$ cat config.mk
export PLATFORM = sky130hd
export DESIGN_NAME = rotpar_reader
export DESIGN_NICKNAME = d
export VERILOG_FILES = /design/src/rtl/rotpar_reader.sv
export SDC_FILE = /design/constraint.sdc
export NUM_CORES = 1
export LEC_CHECK = 0
export ABC_CLOCK_PERIOD_IN_PS = 4700
export BUFFER_PORTS_ARGS = -buffer_cell sky130_fd_sc_hd__buf_2
export CORE_UTILIZATION = 40
export DETAILED_ROUTE_END_ITERATION = 10
export PLACE_DENSITY = 0.67
export SLEW_MARGIN = 15
export SYNTH_ARGS = -nofsm -noshare
export SYNTH_HDL_FRONTEND = slang
export SYNTH_SLANG_ARGS = --single-unit
$ cat constraint.sdc
create_clock -name clk -period 4.7 [get_ports clk]
set_input_delay 0.235 -clock clk [delete_from_list [all_inputs] [get_ports clk]]
set_output_delay 0.235 -clock clk [all_outputs]
set_load 0.1 [all_outputs]
$ cat src/rtl/rotpar_reader.sv
module rotpar_reader #(
  parameter int DATA_W  = 64,
  parameter int ADDR_W  = 32,
  parameter int OUT_LAT = 2
) (
  input  logic                  clk,
  input  logic                  rst_n,
  input  logic                  fail_we,
  input  logic [2:0]            fail_sel,
  input  logic                  req_valid,
  output logic                  req_ready,
  input  logic [ADDR_W-1:0]     req_lba,
  output logic                  rsp_valid,
  input  logic                  rsp_ready,
  output logic [DATA_W-1:0]     rsp_data,
  output logic                  rsp_rebuilt,
  output logic [4:0]            ch_req_valid,
  input  logic [4:0]            ch_req_ready,
  output logic [ADDR_W-3:0]     ch_req_row,
  input  logic [4:0]            ch_rsp_valid,
  input  logic [5*DATA_W-1:0]   ch_rsp_data
);
  localparam int ROW_W = ADDR_W - 2;
  localparam int CNT_W = (OUT_LAT < 2) ? 1 : $clog2(OUT_LAT + 1);

  typedef enum logic [1:0] {S_IDLE, S_READ, S_WAIT, S_OUT} st_t;

  st_t               st;
  logic [2:0]        fail_q;
  logic [4:0]        iss_q, pend_q;
  logic [DATA_W-1:0] acc_q;
  logic [ROW_W-1:0]  row_q;
  logic              deg_q;
  logic [CNT_W-1:0]  cnt_q;

  // address decode
  logic [ROW_W-1:0] grp;
  logic [2:0]       g_mod, par_ch, dat_ch, mem3;
  logic [4:0]       dat_oh, rd_mask;
  logic             degr;

  assign grp     = req_lba[ADDR_W-1:2];
  assign g_mod   = 3'(grp % 5);
  assign par_ch  = 3'd4 - g_mod;
  assign mem3    = {1'b0, req_lba[1:0]};
  assign dat_ch  = (mem3 < par_ch) ? mem3 : mem3 + 3'd1;
  assign dat_oh  = 5'd1 << dat_ch;
  assign degr    = (fail_q == dat_ch);
  assign rd_mask = degr ? ~dat_oh : dat_oh;

  // response collection
  logic [4:0]        take, pend_nx;
  logic [DATA_W-1:0] xin;

  assign take    = ch_rsp_valid & pend_q & ~iss_q;
  assign pend_nx = pend_q & ~take;

  always_comb begin
    xin = '0;
    for (int i = 0; i < 5; i++)
      if (take[i]) xin = xin ^ ch_rsp_data[i*DATA_W +: DATA_W];
  end

  assign req_ready    = (st == S_IDLE);
  assign rsp_valid    = (st == S_OUT);
  assign rsp_data     = acc_q;
  assign rsp_rebuilt  = deg_q;
  assign ch_req_valid = iss_q;
  assign ch_req_row   = row_q;

  always_ff @(posedge clk or negedge rst_n) begin
    if (!rst_n) begin
      st     <= S_IDLE;
      fail_q <= 3'd7;
      iss_q  <= '0;
      pend_q <= '0;
      acc_q  <= '0;
      row_q  <= '0;
      deg_q  <= 1'b0;
      cnt_q  <= '0;
    end else begin
      if (fail_we) fail_q <= fail_sel;
      case (st)
        S_IDLE: if (req_valid) begin
          row_q  <= grp;
          iss_q  <= rd_mask;
          pend_q <= rd_mask;
          acc_q  <= '0;
          deg_q  <= degr;
          st     <= S_READ;
        end
        S_READ: begin
          iss_q  <= iss_q & ~ch_req_ready;
          pend_q <= pend_nx;
          acc_q  <= acc_q ^ xin;
          if (pend_nx == 5'd0) begin
            if (OUT_LAT <= 1) st <= S_OUT;
            else begin
              st    <= S_WAIT;
              cnt_q <= CNT_W'(OUT_LAT - 1);
            end
          end
        end
        S_WAIT: begin
          cnt_q <= cnt_q - 1'b1;
          if (cnt_q == CNT_W'(1)) st <= S_OUT;
        end
        S_OUT: if (rsp_ready) st <= S_IDLE;
        default: st <= S_IDLE;
      endcase
    end
  end

  logic [7:0] chv8;
  assign chv8 = {3'b000, ch_req_valid};

  AST_ONE_OUTSTANDING: assert property (@(posedge clk) disable iff (!rst_n)
    req_valid && req_ready |=> !req_ready);
  AST_RSP_HOLD: assert property (@(posedge clk) disable iff (!rst_n)
    rsp_valid && !rsp_ready |=> rsp_valid && $stable(rsp_data) && $stable(rsp_rebuilt));
  AST_IDLE_NO_RSP: assert property (@(posedge clk) disable iff (!rst_n)
    req_ready |-> !rsp_valid);
  AST_CH_HOLD: assert property (@(posedge clk) disable iff (!rst_n)
    (ch_req_valid & ~ch_req_ready) != 5'd0 |=> ($past(ch_req_valid & ~ch_req_ready) & ~ch_req_valid) == 5'd0);
  AST_NO_REISSUE: assert property (@(posedge clk) disable iff (!rst_n)
    (ch_req_valid & ch_req_ready) != 5'd0 |=> ($past(ch_req_valid & ch_req_ready) & ch_req_valid) == 5'd0);
  AST_HEALTHY_ONE: assert property (@(posedge clk) disable iff (!rst_n)
    req_valid && req_ready && (fail_q != dat_ch) |=> $countones(ch_req_valid) == 1 && !rsp_rebuilt);
  AST_DEGR_FOUR: assert property (@(posedge clk) disable iff (!rst_n)
    req_valid && req_ready && (fail_q == dat_ch) |=> $countones(ch_req_valid) == 4 && !chv8[$past(fail_q)] && rsp_rebuilt);
endmodule

==> results of run 1 <==
==> power groups by stage <==
stage	combinational [W]	clock, W	sequential, W
after floorplan	0.00323	0	0.00397
after global placement	0.00754	0	0.00159
after CTS	0.00795	0.000892	0.00159
final	0.00827	0.000877	0.00159
after global routing	0.00875	0.000928	0.00163
after detailed placement	0.00760	0	0.00160
==> worst max-delay path, delay by kind of cell <==
kind | cells | cell delay, ns
buffers and inverters | 15 | 2.15
multiplexers | 1 | 0.31
XOR/XNOR | 1 | 0.24
adder cells (fa/ha/maj) | 3 | 0.56
AND/OR/NAND/NOR | 17 | 2.68
AO/OA/AOI/OAI | 24 | 4.72
==> layer usage <==
layer  share of wire  vias to the layer above
met5          0.0016                        -
met4           0.049                       12
met3           0.068                      165
met2            0.47                      676
met1            0.41                     7402
li1                -                     7509
==> final cells by class <==
type / instances / area, um2 / area share
well taps: 402 / 503 / 0.0259
repair buffers: 805 / 5010 / 0.258
clock inverters: 7 / 93.8 / 0.00483
inverters: 41 / 156 / 0.00805
clock buffers: 9 / 225 / 0.0116
flip-flops and latches: 112 / 2810 / 0.145
diodes: 9 / 22.5 / 0.00116
multi-input cells: 1513 / 10600 / 0.546
==> per-stage QoR <==
step	TNS, ns	hold slack [ns]	instance area (um2)	power (W)	utilization
after global routing	-70.55	0.0941	19400	0.0113	0.612
after global placement	-70.99	0.173	17800	0.00913	0.562
final	-64.79	0.0986	19400	0.0107	0.612
after CTS	-63.15	0.0897	18800	0.0104	0.592
after floorplan	-64.22	-0.0606	13300	0.00719	-
after detailed placement	-72.46	0.184	17800	0.00920	0.562
==> flip-flops by register name, summed over array words and instances (netlist names) <==
signal	cells
fail_q	3
rsp_rebuilt	1
pend_q	5
rsp_data	64
st	2
ch_req_valid	5
ch_req_row	30
cnt_q	2
==> layout by cell type (no fill, tap or decap), drive strengths merged, types with 8 or more instances in the layout <==
cell / netlist / final
o31ai: 10 / 10
nor2b: 10 / 10
nor3: 30 / 30
xnor2: 207 / 207
a21o: 11 / 11
ha: 12 / 12
dfrtp: 109 / 109
xor2: 134 / 134
and3: 11 / 11
a31oi: 17 / 17
nand4: 15 / 15
nand2b: 8 / 8
a2111oi: 11 / 11
o211ai: 19 / 19
a221oi: 12 / 12
a21oi: 42 / 42
nand2: 481 / 481
inv: 38 / 39
o21ai: 82 / 82
mux2: 17 / 17
nor4: 24 / 24
buf: 34 / 804
diode: 0 / 9
o21a: 8 / 8
nand3: 33 / 33
or2: 9 / 9
a211oi: 21 / 21
nor2: 145 / 145
a22oi: 9 / 9
and4: 10 / 10
clkbuf: 76 / 9
==> worst min-delay path by stage <==
stage | to | depth (start not counted) | slack (ns)
floorplan | ch_req_row[0] | 0 | -0.06
global placement | ch_req_row[1] | 1 | 0.17
detailed placement | ch_req_row[1] | 1 | 0.18
CTS | fail_q[2] | 2 | 0.09
global route | fail_q[2] | 2 | 0.09
finish | fail_q[2] | 2 | 0.1
==> cells by family after synthesis <==
family,count (synthesis),share of synthesized area
adder cells (fa/ha/maj),12,0.0116
flip-flops,112,0.217
XOR/XNOR,341,0.231
AO/OA/AOI/OAI,332,0.196
AND/OR/NAND/NOR,804,0.274
buffers and inverters,151,0.0502
multiplexers,24,0.0205
==> timing repair <==
action	CTS	global route
hold buffers	1	0
endpoints found under the setup margin	11	11
endpoints found under the hold margin	20	0
gates resized for setup	72	87
buffers inserted	33	21
pin swaps	57	55
==> impl_metrics.env, run 1 <==
export IMPL_die_area_um2=33100
export IMPL_io_buffers=471
export IMPL_clkTransAtPathRegs_ns=0.08
export IMPL_outcome="finished, violations left"
export IMPL_synth_cells=1776
export IMPL_clockBufferDepth=2
export IMPL_antenna_found_initial=16
export IMPL_end_kind="flip-flop"
export IMPL_wl_per_cell_um=18.4
export IMPL_crit_slowest_cell="or4_4"
export IMPL_stdcell_count=2898
export IMPL_die_h_um=182
export IMPL_start_util=0.408
export IMPL_timing_final_crit_share=2.26
export IMPL_critPathLaunchType="input port"
export IMPL_ant_nets=0
export IMPL_firstDrtPassIters=5
export IMPL_die_w_um=182
export IMPL_swShare=0.585
export IMPL_netlist_cell_type_count=107
export IMPL_p_int_w=0.00445
export IMPL_cp_common_cell="buf_4"
export IMPL_combPwrFrac=0.770
export IMPL_synth_ff_latch_count=112
export IMPL_cp_max_fo=9
export IMPL_gp_congestion=0.948
export IMPL_n_fill_cell=2856
export IMPL_slew_viol_final=0
export IMPL_drive_gt1_frac=0.413
export IMPL_worstMarginPinSlew_ns=1.05
export IMPL_viasPerCell=5.44
export IMPL_dp_cells=2818
export IMPL_p_switching_w=0.00628
export IMPL_route_detailed_drc=0
export IMPL_core_um2=31700
export IMPL_hpwl_um=41000
export IMPL_htreeDepth=3
export IMPL_final_nets=2864
export IMPL_grt_max_degree=68
export IMPL_rsz0062_at_grt="true"
export IMPL_first_iter_violations=962
export IMPL_slew_headroom=0.299
export IMPL_r2r_end="rsp_data[62]"
export IMPL_first_global_vias=15100
export IMPL_syn_to_final_growth_pct=50.1
export IMPL_met1_usage=0.386
export IMPL_clk_latency_ns=0.38
export IMPL_synth_area_um2=12900
export IMPL_met2_usage=0.509
export IMPL_synthTopCellsByArea="dfrtp_1 21%, xnor2_1 14%, nand2_1 14%, xor2_1 9.1%, nor2_1 4.1%"
export IMPL_place_ws_ns=-6.63
export IMPL_grt_pass1_wl_um=81200
export IMPL_syn_nets=2158
export IMPL_seq_area_frac_synth=0.217
export IMPL_yosysMostFrequentCell="nand2_1"
export IMPL_setup_ws_ns=-5.94
export IMPL_r2r_cells=6
export IMPL_vias=15800
export IMPL_skew_ns=0.00797
export IMPL_violations="setup timing"
export IMPL_r2r_start="st[0]"
export IMPL_clock_sinks=112
export IMPL_routed_wl_um=53200
export IMPL_num_rows=65
export IMPL_clkPwrFrac=0.082
export IMPL_dominantRegCellSynth="dfrtp_1"
export IMPL_cp_startpoint="req_lba[28]"
export IMPL_critPathMaxStageDelay_ns=0.55
export IMPL_yosysWarnings=0
export IMPL_worstPathArrival_ns=10.90
export IMPL_cts_root_buf="clkbuf_16"
export IMPL_peakVddDrop_v=0.000481
export IMPL_grt_usage=0.310
export IMPL_max_clock_freq_ghz=0.0940
export IMPL_synth_edf_count=0
export IMPL_avgSynthCellArea_um2=7.29
export IMPL_cts_buffers=9
export IMPL_power_leakage_nw=8.56
export IMPL_worst_r2r_setup_slack_ns=1.81
export IMPL_finalHoldViolations=0
export IMPL_p_per_area_nw_per_um2=553
export IMPL_busiest_layer="met2"
export IMPL_setup_viol=11
export IMPL_cts_tree="built"
export IMPL_synthArstFlopShare=1.00
export IMPL_hold_start="fail_sel[2]"
export IMPL_boundaryPins=472
export IMPL_hold_class="in -> reg"
export IMPL_critPathKind="in -> reg"
export IMPL_cp_required_ns=4.96
export IMPL_yosys_area_top_type="dfrtp_1"
export IMPL_gr_total_overflow=0
export IMPL_synth_top_cell_area_share=0.211
export IMPL_cp_endpoint="pend_q[0]"
export IMPL_synth_cells_most_frequent="481 x nand2_1, 207 x xnor2_1, 142 x nor2_1"
export IMPL_grt_met3_usage=0.0517
export IMPL_p_seq_frac=0.148
export IMPL_period_minus_slack_ns=10.64
export IMPL_timing_max_cap_violations=0
Note: power is estimated with default switching activity, not from simulation.
==> inputs of run 2 (changes only) <==
--- a/config.mk
+++ b/config.mk
@@ -10,6 +10,7 @@
 export CORE_UTILIZATION = 40
 export DETAILED_ROUTE_END_ITERATION = 10
 export PLACE_DENSITY = 0.67
+export SETUP_SLACK_MARGIN = 0.4
 export SLEW_MARGIN = 15
 export SYNTH_ARGS = -nofsm -noshare
 export SYNTH_HDL_FRONTEND = slang
==> impl_metrics.env, run 2 (same netlist as run 1, synthesis figures left out) <==
export IMPL_gr_total_overflow=0
export IMPL_crit_slowest_cell="or4_4"
export IMPL_route_detailed_drc=0
export IMPL_setup_viol=11
export IMPL_htreeDepth=3
export IMPL_critPathKind="in -> reg"
export IMPL_swShare=0.585
export IMPL_die_w_um=182
export IMPL_setup_ws_ns=-5.93
export IMPL_antenna_found_initial=16
export IMPL_p_per_area_nw_per_um2=553
export IMPL_ant_nets=0
export IMPL_critPathLaunchType="input port"
export IMPL_slew_headroom=0.275
export IMPL_combPwrFrac=0.770
export IMPL_clockBufferDepth=2
export IMPL_hold_ws_ns=0.0963
export IMPL_final_nets=2864
export IMPL_drive_gt1_frac=0.413
export IMPL_cts_root_buf="clkbuf_16"
export IMPL_cp_common_cell="buf_4"
export IMPL_r2r_end="rsp_data[8]"
export IMPL_outcome="finished, violations left"
export IMPL_start_util=0.408
export IMPL_worstPathArrival_ns=10.89
export IMPL_cts_buffers=9
export IMPL_worstMarginPinSlew_ns=1.09
export IMPL_cts_tree="built"
export IMPL_slew_viol_final=0
export IMPL_wl_per_cell_um=18.3
export IMPL_skew_ns=0.00657
export IMPL_crit_buf_inv=15
export IMPL_layout_cells_most_common="nand2_1"
export IMPL_die_area_um2=33100
export IMPL_critPathMaxStageDelay_ns=0.56
export IMPL_grt_pass1_wl_um=81200
export IMPL_finalHoldViolations=0
export IMPL_hold_class="in -> reg"
export IMPL_clkPwrFrac=0.082
export IMPL_violations="setup timing"
export IMPL_hold_end="fail_q[2]"
export IMPL_clkTransAtPathRegs_ns=0.08
export IMPL_grt_max_degree=68
export IMPL_syn_to_final_growth_pct=50.1
export IMPL_largest_reg_flops=64
export IMPL_cp_max_fo=9
export IMPL_num_rows=65
export IMPL_boundaryPins=472
export IMPL_grt_usage=0.310
export IMPL_p_seq_frac=0.148
export IMPL_first_iter_violations=1041
export IMPL_vias=15800
export IMPL_viasPerCell=5.44
export IMPL_crit_family="compound AO/OA/AOI/OAI gates"
export IMPL_r2r_start="st[0]"
export IMPL_timing_max_cap_violations=0
export IMPL_place_area_um2=17800
export IMPL_timing_final_crit_share=2.26
export IMPL_io_buffers=471
export IMPL_peakVddDrop_v=0.000481
export IMPL_first_global_vias=15100
export IMPL_cp_required_ns=4.96
export IMPL_hpwl_um=41000
export IMPL_core_um2=31700
export IMPL_layout_common_cells="473 x nand2_1, 466 x buf_2, 319 x buf_4"
export IMPL_worst_r2r_setup_slack_ns=1.80
export IMPL_period_minus_slack_ns=10.63
export IMPL_max_clock_freq_ghz=0.0941
export IMPL_routed_wl_um=53100
export IMPL_clk_latency_ns=0.37
export IMPL_whs_path_depth=2
export IMPL_fin_tns_setup_ns=-64.68
export IMPL_end_kind="flip-flop"
export IMPL_rsz0062_at_grt="true"
export IMPL_hold_start="fail_sel[2]"
export IMPL_r2r_cells=6
export IMPL_die_h_um=182
export IMPL_gp_congestion=0.948
export IMPL_final_area_um2=19400
export IMPL_power_leakage_nw=8.56
export IMPL_p_int_w=0.00445
export IMPL_p_switching_w=0.00628
export IMPL_firstDrtPassIters=5
export IMPL_clock_sinks=112
-- run 2: layout make-up --
type | instances | area, um2
Fill cell | 2856 | 12300
Multi-Input combinational cell | 1513 | 10600
Timing Repair Buffer | 805 | 5010
Sequential cell | 112 | 2810
Tap cell | 402 | 503
Clock buffer | 9 | 225
Inverter | 41 | 156
Clock inverter | 7 | 93.8
Antenna cell | 9 | 22.5
-- run 2: how the worst max path moves through the flow --
stage | startpoint | endpoint | slack (ns) | depth (start not counted)
after floorplan | req_lba[28] | pend_q[0] | -5.87 | 55
after global placement | req_lba[31] | pend_q[1] | -6.48 | 54
after detailed placement | req_lba[31] | pend_q[0] | -6.63 | 55
after CTS | req_lba[28] | pend_q[0] | -5.78 | 57
after global routing | req_lba[28] | pend_q[0] | -6.45 | 59
final | req_lba[28] | pend_q[0] | -5.93 | 60
-- run 2: power by group through the flow --
stage	clock network (W)	logic, W	registers [W]
after floorplan	0	0.00323	0.00397
after global placement	0	0.00754	0.00159
after detailed placement	0	0.00760	0.00160
after CTS	0.000892	0.00795	0.00159
after global routing	0.000928	0.00875	0.00163
final	0.000877	0.00827	0.00159
-- run 2: layer usage --
metal,GRT usage,share of wire,vias to the layer above
li1,-,-,7501
met1,0.386,0.41,7403
met2,0.509,0.47,668
met3,0.0517,0.065,174
met4,0.169,0.050,12
met5,0,0.0016,-
-- run 2: stage by stage --
stage          worst slack [ns]  std cells  utilization  total power, W
2_1_floorplan             -5.87       1776            -         0.00719
3_3_place_gp              -6.48       2818        0.562         0.00913
3_5_place_dp              -6.63       2818        0.562         0.00920
4_1_cts                   -5.78       2868        0.592          0.0104
5_1_grt                   -6.45       2898        0.612          0.0113
6_report                  -5.93       2898        0.612          0.0107
-- run 2: timing repair --
| action | CTS | global route |
|---|---|---|
| hold buffers | 1 | 0 |
| buffers inserted | 33 | 21 |
| setup endpoints to repair | 11 | 11 |
| gates resized for setup | 72 | 87 |
| hold endpoints to repair | 20 | 0 |
| pin swaps | 57 | 55 |
